## src/rtl/irq_router_pkg.sv

```systemverilog
package irq_router_pkg;
  localparam int NUM_INTX = 4;
  localparam int SLOT_W   = 5;
  localparam logic [31:0] CPU_MASK_BITS  = 32'h3C3F_FFFE;
  localparam logic [31:0] PCI_MASK_BITS  = 32'h03FF_FFFE;
  localparam logic [31:0] SERR_MASK_BITS = 32'h0000_003F;

  typedef enum logic [2:0] {
    A_CAUSE    = 3'd0,
    A_CPU_MASK = 3'd1,
    A_PCI_MASK = 3'd2,
    A_SERR     = 3'd3,
    A_ROUTE    = 3'd4
  } reg_addr_e;
endpackage

```

## src/rtl/irq_cause_regs.sv

```systemverilog
module irq_cause_regs
  import irq_router_pkg::*;
#(
  parameter int ROUTE_W = 4
) (
  input  logic        clk,
  input  logic        rst,
  input  logic        wr_en,
  input  logic [2:0]  wr_addr,
  input  logic [31:0] wr_data,
  input  logic [2:0]  rd_addr,
  input  logic [31:1] cause_ev,
  output logic [31:0] rd_data,
  output logic [31:0] cause_q,
  output logic [31:0] cpu_mask_q,
  output logic [NUM_INTX-1:0][ROUTE_W-1:0] route_q,
  output logic        cpu_irq
);
  logic [31:0] pci_mask_q;
  logic [31:0] serr_mask_q;
  logic [31:1] pend;
  logic [31:0] cause_nxt;
  logic [31:0] rd_mux;
  logic [31:0] route_rd;

  always_comb begin
    pend = cause_q[31:1];
    if (wr_en && wr_addr == A_CAUSE) pend = pend & wr_data[31:1];
    pend = pend | cause_ev;
    cause_nxt = {pend, |pend};
  end

  always_comb begin
    route_rd = '0;
    for (int i = 0; i < NUM_INTX; i++) route_rd[8*i +: 8] = 8'(route_q[i]);
    case (rd_addr)
      A_CAUSE:    rd_mux = cause_q;
      A_CPU_MASK: rd_mux = cpu_mask_q;
      A_PCI_MASK: rd_mux = pci_mask_q;
      A_SERR:     rd_mux = serr_mask_q;
      A_ROUTE:    rd_mux = route_rd;
      default:    rd_mux = '0;
    endcase
  end

  always_ff @(posedge clk) begin
    if (rst) begin
      cause_q     <= '0;
      cpu_mask_q  <= '0;
      pci_mask_q  <= '0;
      serr_mask_q <= '0;
      route_q     <= '0;
      cpu_irq     <= 1'b0;
      rd_data     <= '0;
    end else begin
      if (wr_en) begin
        case (wr_addr)
          A_CPU_MASK: cpu_mask_q  <= wr_data & CPU_MASK_BITS;
          A_PCI_MASK: pci_mask_q  <= wr_data & PCI_MASK_BITS;
          A_SERR:     serr_mask_q <= wr_data & SERR_MASK_BITS;
          A_ROUTE: begin
            for (int i = 0; i < NUM_INTX; i++) route_q[i] <= wr_data[8*i +: ROUTE_W];
          end
          default: ;
        endcase
      end
      cause_q <= cause_nxt;
      cpu_irq <= |(cause_q[31:1] & cpu_mask_q[31:1]);
      rd_data <= rd_mux;
    end
  end
endmodule

```

## src/rtl/irq_swizzle.sv

```systemverilog
module irq_swizzle
  import irq_router_pkg::*;
#(
  parameter int NUM_DEVS  = 4,
  parameter int SLOT_BASE = 18
) (
  input  logic [NUM_DEVS-1:0]        dev_level,
  input  logic [NUM_DEVS*SLOT_W-1:0] dev_slot,
  input  logic [NUM_DEVS*2-1:0]      dev_pin,
  output logic [NUM_INTX-1:0]        intx_level
);
  localparam logic [SLOT_W-1:0] BASE_V = SLOT_W'(SLOT_BASE);
  localparam logic [SLOT_W-1:0] TOP_V  = SLOT_W'(SLOT_BASE + NUM_INTX - 1);

  logic [NUM_DEVS-1:0][NUM_INTX-1:0] dev_hot;

  for (genvar d = 0; d < NUM_DEVS; d++) begin : g_dev
    logic [SLOT_W-1:0] slot;
    logic [SLOT_W-1:0] off;
    logic [1:0]        pin;
    logic [1:0]        line;
    always_comb begin
      slot = dev_slot[d*SLOT_W +: SLOT_W];
      pin  = dev_pin[d*2 +: 2];
      off  = slot - BASE_V;
      if (slot >= BASE_V && slot <= TOP_V) line = off[1:0] + pin;
      else line = pin;
      dev_hot[d] = '0;
      dev_hot[d][line] = dev_level[d];
    end
  end

  always_comb begin
    intx_level = '0;
    for (int d = 0; d < NUM_DEVS; d++) intx_level = intx_level | dev_hot[d];
  end
endmodule

```

## src/rtl/irq_route.sv

```systemverilog
module irq_route
  import irq_router_pkg::*;
#(
  parameter int NUM_OUTS = 16,
  parameter int ROUTE_W  = 4
) (
  input  logic                             clk,
  input  logic                             rst,
  input  logic [NUM_INTX-1:0]              intx_level,
  input  logic [NUM_INTX-1:0][ROUTE_W-1:0] route_q,
  output logic [NUM_OUTS-1:0]              intc_out
);
  logic [NUM_OUTS-1:0] out_nxt;

  for (genvar o = 0; o < NUM_OUTS; o++) begin : g_out
    logic [NUM_INTX-1:0] hit;
    for (genvar i = 0; i < NUM_INTX; i++) begin : g_line
      assign hit[i] = intx_level[i] && (route_q[i] == ROUTE_W'(o));
    end
    assign out_nxt[o] = |hit;
  end

  always_ff @(posedge clk) begin
    if (rst) intc_out <= '0;
    else     intc_out <= out_nxt;
  end
endmodule

```

## src/rtl/irq_router_top.sv

```systemverilog
module irq_router_top
  import irq_router_pkg::*;
#(
  parameter int NUM_DEVS  = 4,
  parameter int NUM_OUTS  = 16,
  parameter int SLOT_BASE = 18
) (
  input  logic                       clk,
  input  logic                       rst,
  input  logic                       wr_en,
  input  logic [2:0]                 wr_addr,
  input  logic [31:0]                wr_data,
  input  logic [2:0]                 rd_addr,
  output logic [31:0]                rd_data,
  input  logic [31:1]                cause_ev,
  output logic                       cpu_irq,
  input  logic [NUM_DEVS-1:0]        dev_level,
  input  logic [NUM_DEVS*SLOT_W-1:0] dev_slot,
  input  logic [NUM_DEVS*2-1:0]      dev_pin,
  output logic [NUM_OUTS-1:0]        intc_out
);
  localparam int ROUTE_W = (NUM_OUTS > 1) ? $clog2(NUM_OUTS) : 1;

  logic [31:0]                      cause_q;
  logic [31:0]                      cpu_mask_q;
  logic [NUM_INTX-1:0][ROUTE_W-1:0] route_q;
  logic [NUM_INTX-1:0]              intx_level;

  irq_cause_regs #(.ROUTE_W(ROUTE_W)) u_regs (
    .clk(clk), .rst(rst), .wr_en(wr_en), .wr_addr(wr_addr), .wr_data(wr_data),
    .rd_addr(rd_addr), .cause_ev(cause_ev), .rd_data(rd_data),
    .cause_q(cause_q), .cpu_mask_q(cpu_mask_q), .route_q(route_q), .cpu_irq(cpu_irq)
  );

  irq_swizzle #(.NUM_DEVS(NUM_DEVS), .SLOT_BASE(SLOT_BASE)) u_swz (
    .dev_level(dev_level), .dev_slot(dev_slot), .dev_pin(dev_pin),
    .intx_level(intx_level)
  );

  irq_route #(.NUM_OUTS(NUM_OUTS), .ROUTE_W(ROUTE_W)) u_route (
    .clk(clk), .rst(rst), .intx_level(intx_level), .route_q(route_q),
    .intc_out(intc_out)
  );
endmodule

```

## config.mk

```make
export PLATFORM = sky130hd
export DESIGN_NAME = irq_router_top
export DESIGN_NICKNAME = d
export VERILOG_FILES = /design/src/rtl/irq_router_pkg.sv /design/src/rtl/irq_cause_regs.sv /design/src/rtl/irq_swizzle.sv /design/src/rtl/irq_route.sv /design/src/rtl/irq_router_top.sv
export SDC_FILE = /design/constraint.sdc
export NUM_CORES = 1
export LEC_CHECK = 0
export BUFFER_PORTS_ARGS = -buffer_cell sky130_fd_sc_hd__buf_4
export CAP_MARGIN = 20
export CORE_MARGIN = 5
export CORE_UTILIZATION = 29
export CTS_CLUSTER_DIAMETER = 60
export DETAILED_ROUTE_END_ITERATION = 12
export GPL_ROUTABILITY_DRIVEN = 0
export SLEW_MARGIN = 5
export SYNTH_ARGS = -nofsm -noshare
export SYNTH_HDL_FRONTEND = slang
export SYNTH_SLANG_ARGS = --single-unit
```

## constraint.sdc

```tcl
create_clock -name clk -period 2.78 [get_ports clk]
set_input_delay 0.695 -clock clk [delete_from_list [all_inputs] [get_ports clk]]
set_output_delay 0.695 -clock clk [all_outputs]
set_load 0.01 [all_outputs]
```

==> results of run 1 <==
==> final timing paths <==
kind,start,to,slack (ns)
setup / recovery,dev_pin[6],u_route.intc_out[13],0.43
hold / removal,u_regs.pci_mask_q[16],u_regs.pci_mask_q[16],0.45
setup reg to reg,u_regs.route_q[10],u_route.intc_out[7],1.24
hold reg to reg,u_regs.pci_mask_q[16],u_regs.pci_mask_q[16],0.45
==> metal layers <==
layer | vias to the layer above | part of all wire (%) | GRT usage, %
met5 | - | 0 | 0
met4 | 0 | 2.5 | 5.50
met3 | 42 | 6.8 | 3.39
met2 | 296 | 46 | 27.1
met1 | 3394 | 45 | 22.3
li1 | 3509 | - | -
==> logic make-up after synthesis <==
family | count (synthesis) | synth area share, %
buffers and inverters | 71 | 4.08
AND/OR/NAND/NOR | 394 | 25.1
XOR/XNOR | 6 | 0.820
flip-flops | 153 | 41.8
adder cells (fa/ha/maj) | 4 | 0.684
AO/OA/AOI/OAI | 249 | 23.8
multiplexers | 26 | 3.64
==> layout make-up <==
| class | count | area (um^2) | area share (%) |
|---|---|---|---|
| clock buffers | 18 | 439 | 4.64 |
| clock inverters | 13 | 156 | 1.65 |
| well taps | 330 | 413 | 4.36 |
| inverters | 11 | 41.3 | 0.436 |
| repair buffers | 180 | 1390 | 14.7 |
| multi-input cells | 679 | 3960 | 41.9 |
| flip-flops and latches | 153 | 3060 | 32.4 |
==> registers in the layout, summed over array words and instances (netlist names) <==
| register | flops |
|---|---|
| u_regs.pci_mask_q | 25 |
| u_regs.rd_data | 32 |
| u_route.intc_out | 16 |
| u_regs.cpu_irq | 1 |
| u_regs.route_q | 16 |
| u_regs.serr_mask_q | 6 |
| u_regs.cause_q | 32 |
| u_regs.cpu_mask_q | 25 |
==> critical path, delay by kind of cell <==
kind	cells	cell delay [ns]
buffers and inverters	1	0.09
AND/OR/NAND/NOR	2	0.43
AO/OA/AOI/OAI	4	1.25
adder cells (fa/ha/maj)	1	0.21
==> cell usage in the layout (no fill, tap or decap), types with 3 or more instances in the layout <==
cell                        synthesis  routed
sky130_fd_sc_hd__nor4bb_1           3       3
sky130_fd_sc_hd__clkbuf_16          0      17
sky130_fd_sc_hd__a221oi_1           9       9
sky130_fd_sc_hd__o211ai_1          18      18
sky130_fd_sc_hd__a41oi_1           20      20
sky130_fd_sc_hd__mux2i_1           21      21
sky130_fd_sc_hd__and3_1             6       6
sky130_fd_sc_hd__o21ai_1           10      10
sky130_fd_sc_hd__buf_4              1     177
sky130_fd_sc_hd__nand2b_1          11      11
sky130_fd_sc_hd__nor3_1            11      11
sky130_fd_sc_hd__o21a_1            21      21
sky130_fd_sc_hd__inv_1             11      11
sky130_fd_sc_hd__a21oi_1           98      98
sky130_fd_sc_hd__inv_6              0       5
sky130_fd_sc_hd__nor2b_1           30      30
sky130_fd_sc_hd__nand3_1           24      24
sky130_fd_sc_hd__dfxtp_1          153     153
sky130_fd_sc_hd__mux2_2             5       5
sky130_fd_sc_hd__ha_1               4       4
sky130_fd_sc_hd__o2111ai_1         11      11
sky130_fd_sc_hd__and2_1             4       4
sky130_fd_sc_hd__nand2_1          165     165
sky130_fd_sc_hd__xor2_1             3       3
sky130_fd_sc_hd__and4_1             6       6
sky130_fd_sc_hd__a22oi_1           29      29
sky130_fd_sc_hd__and3b_1            3       3
sky130_fd_sc_hd__o21ai_0           10      10
sky130_fd_sc_hd__buf_12             0       3
sky130_fd_sc_hd__nand4_1           14      14
sky130_fd_sc_hd__nor2_1           101     101
sky130_fd_sc_hd__nor4b_1            3       3
==> power breakdown <==
| part | switching (uW) | internal, uW |
|---|---|---|
| clock network | 983 | 1370 |
| registers | 56.0 | 2260 |
| logic | 370 | 290 |
==> metrics by stage <==
step,worst slack (ns),cells,area [um^2]
finish,0.435,1384,9460
detailed placement,-0.000990,1353,8870
CTS,0.443,1384,9460
floorplan,0.356,903,7320
global placement,0.0511,1353,8870
global route,0.256,1384,9460
==> results.txt, run 1 <==
----------------------------------------------------
[Synthesis]
  Number of warnings issued by yosys ... 0
  Sequential-to-total area share from yosys stat ... between 40% and 50%
  Syn Nets ... 1011
  Cell taking the most area after synthesis ... sky130_fd_sc_hd__dfxtp_1
  Post-synthesis cell area ... ~7300 um^2
  Flop and latch count out of synthesis ... about 150
  Mean instance size in the synthesized netlist ... 8.11 um^2
  Leading register cell type out of synthesis ... sky130_fd_sc_hd__dfxtp_1
  Async set-or-reset flop fraction in the synthesized netlist ... 0%
  Most instantiated cells after synthesis ... sky130_fd_sc_hd__nand2_1, sky130_fd_sc_hd__dfxtp_1, sky130_fd_sc_hd__nor2_1
  Synthesized instance count ... roughly 900
  Largest cells by area after synthesis ... sky130_fd_sc_hd__dfxtp_1, sky130_fd_sc_hd__nand2_1, sky130_fd_sc_hd__a21oi_1, sky130_fd_sc_hd__nor2_1, sky130_fd_sc_hd__a22oi_1
  Distinct cell type count after synthesis ... 64
  Post-synth top area share ... 41.8%
  EDFF count, synth ... 0
  Cell with the most instances after synthesis ... sky130_fd_sc_hd__nand2_1

[Timing]
  Sum of negative setup slack ... 0 ns
  Smallest hold slack ... around 0.45 ns
  Fmax ... ~430 MHz
  Count of final max-slew check failures ... 0
  Clock period minus worst slack ... 2.35 ns
  Measured slew at the worst slew-check pin ... ~0.78 ns
  Part of the cycle the worst path needs ... a little over four fifths
  Final setup violation count ... 0
  RSZ-0062 raised after global routing ... false
  Relative slew slack ... a little under half
  Clock skew ... between 0.01 and 0.015 ns
  Final hold violation count ... 0

[Place]
  I/O Buffers ... 152
  HPWL reported at the end of detailed placement ... ~18000 um

[Die]
  Height of the chip ... ~170 um
  I/O Pins ... roughly 150
  Initial Utilization ... 29.2%
  Rows ... between 50 and 60
  Full die area ... 28500 um^2
  Core area ... roughly 25000 um^2
  Floorplan die width ... approximately 170 um

[Pwr]
  Peak supply drop ... 0.319 mV
  Static power due to leakage ... roughly 0.0036 uW
  Post-layout total power ... 5330 uW
  Power density over the cells ... 563 nW/um^2

[Clock network]
  Clk sinks ... ~150
  TritonCTS clock tree ... built
  Number of buffers on the longest clock path ... 2
  Post-CTS Setup Inserts ... 0
  Quantity of gates resized following cts ... 0
  H-tree level count ... 4
  TritonCTS Buffers ... 17
  Hold-fix buffers at CTS ... 0
  CTS root buffer ... sky130_fd_sc_hd__clkbuf_16
  Later-pin clock latency in the skew report ... roughly 0.43 ns
  Clock-pin slew on the worst setup and hold paths ... around 0.06 ns

[GRT]
  Global-route wire length before repair ... around 38000 um
  Total routing usage reported by global routing ... 16.7%
  Via count of the first global-routing pass ... 7029
  Largest net degree at the start of global routing ... 66
  Initial antenna violation count ... 0
  Remaining global-route overflow ... 0

[Job]
  Maximum capacitance violations ... 0

[Worst setup path]
  Cells along the critical path ... buf_4 -> ha_1 -> nor4bb_1 -> o21ai_1 -> nand2_1 -> a32o_1 -> o2111ai_1 -> a41oi_1
  Maximum fanout along the worst path ... 16
  Longest individual stage delay on the worst path ... about 0.55 ns
  Endpoint kind of the worst setup timing path ... flip-flop
  CP max-delay cell ... sky130_fd_sc_hd__a32o_1
  CP arrival ... 2.66 ns
  Crit path kind ... in2reg
  Cell depth of the worst flop-to-flop path ... 4
  Worst Setup Start Kind ... input pin
  Data required time at the worst endpoint ... 3.10 ns

[Final layout]
  # nets final ... between 1000 and 1500
  Layout overhead on the synthesized area ... 29.2%
  Final antenna diode count ... 0
  Final Core Density ... approximately 38%
  Fillcell total ... approximately 2600
  Layout cells sized above 1 ... 22.3%

[Detailed routing]
  Detail Route Antenna Nets ... 0
  Wire length per cell after detailed routing ... 17.7 um
  Number of design-rule violations left by the first detailed-router iteration ... about 500
  Total wire length ... ~24000 um
  Length of the first detailed-routing pass in iterations ... 6
  Total number of vias ... between 7000 and 8000
  Via density per instance ... about 5.2
  DRC errors left ... 0

[Worst hold path]
  Depth of the worst hold-timing path ... 2
  Min-delay worst type ... reg2reg

[Run status]
  Result of the run ... finished, final reports clean

----------------------------------------------------
No activity file was read; power rests on OpenSTA's default activity.
==> run 2, diff against run 1 <==
==> constraint.sdc (replaced) <==
create_clock -name clk -period 2.5 [get_ports clk]
set_input_delay 0.625 -clock clk [delete_from_list [all_inputs] [get_ports clk]]
set_output_delay 0.625 -clock clk [all_outputs]
set_load 0.01 [all_outputs]
==> run 2 against run 1 <==
Effect of this change:
- via count decreased by 0.17%
- critical path depth did not move
- sequential cell count did not move
- sequential share of layout area decreased by 0.53 points
==> results.txt, run 2 (synthesis gave the netlist of run 1 again) <==
----------------------------------------------------
[Run status]
  Result of the run ... finished, final reports clean

[Pwr]
  Peak supply drop ... 0.330 mV
  Power density over the cells ... between 600 and 700 nW/um^2
  Static power due to leakage ... about 0.0037 uW

[Worst setup path]
  Startpoint of the worst setup timing path ... dev_slot[15]
  Longest individual stage delay on the worst path ... around 0.37 ns
  CP arrival ... 2.53 ns
  Worst path buffer plus inverter count ... 1
  Data required time at the worst endpoint ... 2.82 ns
  Worst Setup Start Kind ... input pin
  CP delay by family, top ... compound AO/OA/AOI/OAI gates
  Worst R2R End ... u_route.intc_out[7]
  CP max-delay cell ... sky130_fd_sc_hd__a32o_2
  Cell depth of the worst flop-to-flop path ... 4
  Maximum fanout along the worst path ... 16
  Endpoint kind of the worst setup timing path ... flip-flop
  Cells along the critical path ... buf_4 -> ha_1 -> o211a_1 -> a221oi_4 -> and2_1 -> a32o_2 -> o2111ai_1 -> a41oi_1
  Timing endpoint of the critical path ... u_route.intc_out[3]
  Crit path kind ... in2reg
  Register-to-register setup slack ... 1.05 ns
  Reg2Reg Launch Point ... u_regs.route_q[10]
  Number of stages on the worst setup path ... 8

[GRT]
  Remaining global-route overflow ... 0
  Via count of the first global-routing pass ... 6964
  Initial antenna violation count ... 0
  Global-route wire length before repair ... around 39000 um
  Total routing usage reported by global routing ... between 15 and 20%
  Largest net degree at the start of global routing ... 54

[Final layout]
  Layout cells sized above 1 ... between 20% and 30%
  Layout overhead on the synthesized area ... 31.4%
  Fillcell total ... 2620
  Largest regs ... u_regs.cause_q x32, u_regs.rd_data x32
  Most frequent standard cell in the layout excluding fill and tap cells ... sky130_fd_sc_hd__buf_4
  # nets final ... ~1200
  Most used cells in the layout excluding fill and tap cells ... sky130_fd_sc_hd__buf_4, sky130_fd_sc_hd__nand2_1, sky130_fd_sc_hd__dfxtp_1, sky130_fd_sc_hd__nor2_1, sky130_fd_sc_hd__a21oi_1
  Final antenna diode count ... 0

[Clock network]
  Later-pin clock latency in the skew report ... 0.44 ns
  Clk sinks ... about 150
  TritonCTS Buffers ... 17
  H-tree level count ... 4
  Clock-pin slew on the worst setup and hold paths ... 0.08 ns
  Hold-fix buffers at CTS ... 0
  Post-CTS Setup Inserts ... 0
  Number of buffers on the longest clock path ... 2
  Quantity of gates resized following cts ... 0
  TritonCTS clock tree ... built
  CTS root buffer ... sky130_fd_sc_hd__clkbuf_16

[Die]
  I/O Pins ... 153
  Height of the chip ... approximately 170 um
  Rows ... 58
  Initial Utilization ... between 20 and 30%
  Floorplan die width ... approximately 170 um
  Core area ... between 20000 and 30000 um^2
  Full die area ... roughly 29000 um^2

[Detailed routing]
  Number of design-rule violations left by the first detailed-router iteration ... ~460
  DRC errors left ... 0
  Length of the first detailed-routing pass in iterations ... 5
  Wire length per cell after detailed routing ... around 18 um
  Via density per instance ... just over 5
  Total number of vias ... 7229
  Detail Route Antenna Nets ... 0
  Total wire length ... between 20000 and 25000 um

[Timing]
  Count of final max-slew check failures ... 0
  Part of the cycle the worst path needs ... 88.3%
  Final hold violation count ... 0
  Sum of negative setup slack ... 0 ns
  Clock skew ... roughly 0.016 ns
  Final setup violation count ... 0
  Fmax ... 453 MHz
  Clock period minus worst slack ... ~2.2 ns
  RSZ-0062 raised after global routing ... false
  Measured slew at the worst slew-check pin ... between 0.5 and 0.6 ns
  Relative slew slack ... 60.0%
  Smallest hold slack ... around 0.42 ns

[Job]
  Maximum capacitance violations ... 0

[Place]
  I/O Buffers ... between 150 and 200
  HPWL reported at the end of detailed placement ... approximately 18000 um

[Worst hold path]
  Min-delay worst type ... in2reg
  Depth of the worst hold-timing path ... 3

----------------------------------------------------
run 2: worst min-delay path by stage:
stage                                      from                    end  slack, ns
after floorplan            u_regs.pci_mask_q[4]      u_regs.rd_data[4]       0.43
after global placement    u_regs.pci_mask_q[18]  u_regs.pci_mask_q[18]       0.44
after detailed placement   u_regs.pci_mask_q[5]      u_regs.rd_data[5]       0.44
after CTS                          cause_ev[30]     u_regs.cause_q[30]       0.41
after global routing               cause_ev[25]     u_regs.cause_q[25]       0.43
final                              cause_ev[30]     u_regs.cause_q[30]       0.42
run 2: through the flow:
stage	std cells	setup slack [ns]	cell area, um^2	total power [uW]	utilization, %
6_report	1407	0.293	9620	5960	38.4
5_1_grt	1407	0.146	9620	6170	38.4
4_1_cts	1407	0.263	9620	6000	38.4
3_5_place_dp	1376	-0.166	9030	3380	36.1
3_3_place_gp	1376	-0.133	9030	3370	36.1
2_1_floorplan	903	0.146	7320	3010	-
run 2: layout make-up:
class	count	area [um^2]	share of cell area [%]
clock buffers	18	429	4.46
clock inverters	13	163	1.69
inverters	11	41.3	0.429
multi-input cells	679	3960	41.2
flip-flops and latches	153	3060	31.8
well taps	330	413	4.29
repair buffers	203	1550	16.1
run 2: metal layers:
metal	global-route usage (%)	wire length (um)
met1	22.5	11100
met5	0	0
met4	4.98	435
met2	27.7	11600
met3	4.06	1830
run 2: report_power, final:
part | internal, uW | total, uW | switching, uW
sequential | 2510 | 2570 | 63.3
combinational | 336 | 751 | 415
clock | 1500 | 2640 | 1140
run 2: worst reg2reg max path, delay by kind of cell, from the launching register on:
kind	cells	cell delay [ns]
AOI/OAI and AO/OA	2	0.32
DFF	1	0.56
and+or+nand+nor	2	0.50
==> run 3, diff against run 2 <==
--- a/config.mk
+++ b/config.mk
@@ -7,11 +7,14 @@
 export LEC_CHECK = 0
 export BUFFER_PORTS_ARGS = -buffer_cell sky130_fd_sc_hd__buf_4
 export CAP_MARGIN = 20
+export CELL_PAD_IN_SITES_DETAIL_PLACEMENT = 1
+export CELL_PAD_IN_SITES_GLOBAL_PLACEMENT = 2
 export CORE_MARGIN = 5
 export CORE_UTILIZATION = 29
 export CTS_CLUSTER_DIAMETER = 60
 export DETAILED_ROUTE_END_ITERATION = 12
 export GPL_ROUTABILITY_DRIVEN = 0
+export PLACE_DENSITY_LB_ADDON = 0.1
 export SLEW_MARGIN = 5
 export SYNTH_ARGS = -nofsm -noshare
 export SYNTH_HDL_FRONTEND = slang
==> run 3 against run 2 <==
Effect of this change:
- cell area up 0.47%
- clock power hardly changed
- die area is the same
- first-iteration DRC count is 19% lower
- global-route usage rose by 2.4 points
- sequential share of layout area is 0.15 points lower
- setup slack worse by 0.035 ns
- combinational power grew 4.4%
- critical path depth is the same
- sequential cell count stayed put
- wire length grew 13%
- highest routed layer unchanged
==> results.txt, run 3 (synthesis gave the netlist of run 1 again) <==
----------------------------------------------------
[Detailed routing]
  Total number of vias ... approximately 7300
  DRC errors left ... 0
  Wire length per cell after detailed routing ... between 15 and 20 um
  Total wire length ... about 28000 um
  Length of the first detailed-routing pass in iterations ... 7
  Detail Route Antenna Nets ... 0
  Via density per instance ... 5.18
  Number of design-rule violations left by the first detailed-router iteration ... about 370

[Clock network]
  Clock-pin slew on the worst setup and hold paths ... ~0.07 ns
  Clk sinks ... approximately 150
  H-tree level count ... 4
  Number of buffers on the longest clock path ... 2
  Later-pin clock latency in the skew report ... 0.43 ns
  Post-CTS Setup Inserts ... 0
  TritonCTS clock tree ... built
  TritonCTS Buffers ... 17
  Quantity of gates resized following cts ... 0
  CTS root buffer ... sky130_fd_sc_hd__clkbuf_16
  Hold-fix buffers at CTS ... 0

[Job]
  Maximum capacitance violations ... 0

[Timing]
  Measured slew at the worst slew-check pin ... just under 0.8 ns
  Clock skew ... between 0.009 and 0.01 ns
  Fmax ... 446 MHz
  Final setup violation count ... 0
  Count of final max-slew check failures ... 0
  Part of the cycle the worst path needs ... about nine tenths
  Least setup slack across all paths after layout ... around 0.26 ns
  RSZ-0062 raised after global routing ... false
  Sum of negative setup slack ... 0 ns
  Clock period minus worst slack ... 2.24 ns
  Smallest hold slack ... ~0.42 ns
  Final hold violation count ... 0
  Relative slew slack ... a little under half

[Pwr]
  Power density over the cells ... 622 nW/um^2
  Static power due to leakage ... about 0.0037 uW
  Peak supply drop ... approximately 0.32 mV

[Final layout]
  Most used cells in the layout excluding fill and tap cells ... sky130_fd_sc_hd__buf_4, sky130_fd_sc_hd__nand2_1, sky130_fd_sc_hd__dfxtp_1, sky130_fd_sc_hd__nor2_1, sky130_fd_sc_hd__a21oi_1
  Layout cells sized above 1 ... between 20% and 30%
  Final antenna diode count ... 0
  Layout overhead on the synthesized area ... 32.0%
  Non-Filler Cell Area, Final ... a little under 10000 um^2
  Most frequent standard cell in the layout excluding fill and tap cells ... sky130_fd_sc_hd__buf_4
  Largest regs ... u_regs.cause_q x32, u_regs.rd_data x32
  # nets final ... 1175
  Post-route insts no fill ... between 1000 and 1500

[GRT]
  Global-route wire length before repair ... 43400 um
  Initial antenna violation count ... 0
  Total routing usage reported by global routing ... between 10% and 20%
  Largest net degree at the start of global routing ... 65
  Remaining global-route overflow ... 0
  Via count of the first global-routing pass ... 7612

[Worst setup path]
  Worst Setup Start Kind ... input pin
  Reg2Reg Launch Point ... u_regs.route_q[11]
  CP max-delay cell ... sky130_fd_sc_hd__a32o_1
  Worst path buffer plus inverter count ... 1
  Worst R2R End ... u_route.intc_out[11]
  Crit path kind ... in2reg
  Timing endpoint of the critical path ... u_route.intc_out[6]
  Data required time at the worst endpoint ... around 2.9 ns
  CP delay by family, top ... compound AO/OA/AOI/OAI gates
  Longest individual stage delay on the worst path ... 0.62 ns
  Register-to-register setup slack ... about 0.90 ns
  Cells along the critical path ... buf_4 -> ha_1 -> nor4b_1 -> o21ai_1 -> nand3_1 -> a32o_1 -> o211ai_1 -> a41oi_1
  Number of stages on the worst setup path ... 8
  Cell depth of the worst flop-to-flop path ... 4
  Maximum fanout along the worst path ... 16
  Endpoint kind of the worst setup timing path ... flip-flop
  CP arrival ... between 2 and 3 ns
  Startpoint of the worst setup timing path ... dev_slot[10]

[Place]
  I/O Buffers ... 152
  Total cell area at the placement stage ... between 9000 and 10000 um^2
  Post-placement setup slack ... -0.221 ns
  Number of placed instances with taps included ... approximately 1400
  HPWL reported at the end of detailed placement ... 21000 um

[Run status]
  Result of the run ... finished, final reports clean

[Die]
  Height of the chip ... 169 um
  Full die area ... about 29000 um^2
  Core area ... around 25000 um^2
  Initial Utilization ... roughly 29%
  I/O Pins ... ~150
  Rows ... between 50 and 60
  Floorplan die width ... approximately 170 um

[Worst hold path]
  Depth of the worst hold-timing path ... 3
  Min-delay worst type ... in2reg

----------------------------------------------------
[run 3: changes by cell type in the layout (fill, tap and decap cells not counted)]
cell	before	now
sky130_fd_sc_hd__buf_12	2	4
sky130_fd_sc_hd__clkinv_4	2	3
sky130_fd_sc_hd__clkinv_8	1	0
sky130_fd_sc_hd__clkinvlp_4	3	4
sky130_fd_sc_hd__nor3_1	11	10
sky130_fd_sc_hd__nor3_2	1	2
[run 3: area by class of cell]
class / instances / area, um^2
Timing Repair Buffer: 205 / 1590
Sequential cell: 153 / 3060
Clock buffer: 18 / 429
Multi-Input combinational cell: 679 / 3970
Fill cell: 2981 / 15400
Clock inverter: 14 / 163
Inverter: 11 / 41.3
Tap cell: 330 / 413
[run 3: report_power, final]
| part | internal (uW) | total (uW) | leakage [uW] | switching (uW) |
|---|---|---|---|---|
| clock | 1490 | 2650 | 0.000276 | 1160 |
| combinational | 346 | 784 | 0.00222 | 438 |
| sequential | 2510 | 2580 | 0.00125 | 67.8 |
[run 3: worst min path at each step]
stage,start,to,slack [ns]
4_1_cts,cause_ev[30],u_regs.cause_q[30],0.40
2_1_floorplan,u_regs.pci_mask_q[4],u_regs.rd_data[4],0.43
5_1_grt,cause_ev[19],u_regs.cause_q[19],0.43
3_3_place_gp,u_regs.pci_mask_q[25],u_regs.pci_mask_q[25],0.44
3_5_place_dp,u_regs.pci_mask_q[17],u_regs.pci_mask_q[17],0.45
6_report,cause_ev[30],u_regs.cause_q[30],0.42
[run 3: metal layers]
metal	up-vias	GRT usage, %	wire length (um)
li1	3554	-	-
met4	0	4.69	361
met3	29	3.20	1220
met5	-	0	0
met1	3539	25.4	12800
met2	179	33.5	13700
[run 3: worst min-delay path, cell delays in order]
cell,delay [ns]
sky130_fd_sc_hd__buf_4,0.08
sky130_fd_sc_hd__nor2_1,0.04
sky130_fd_sc_hd__nor2_1,0.07
[run 3: stage by stage]
stage,util (%),total power [uW]
after CTS,38.6,6090
after detailed placement,36.2,3430
after floorplan,-,3010
after global routing,38.6,6250
final,38.6,6010
after global placement,36.2,3420
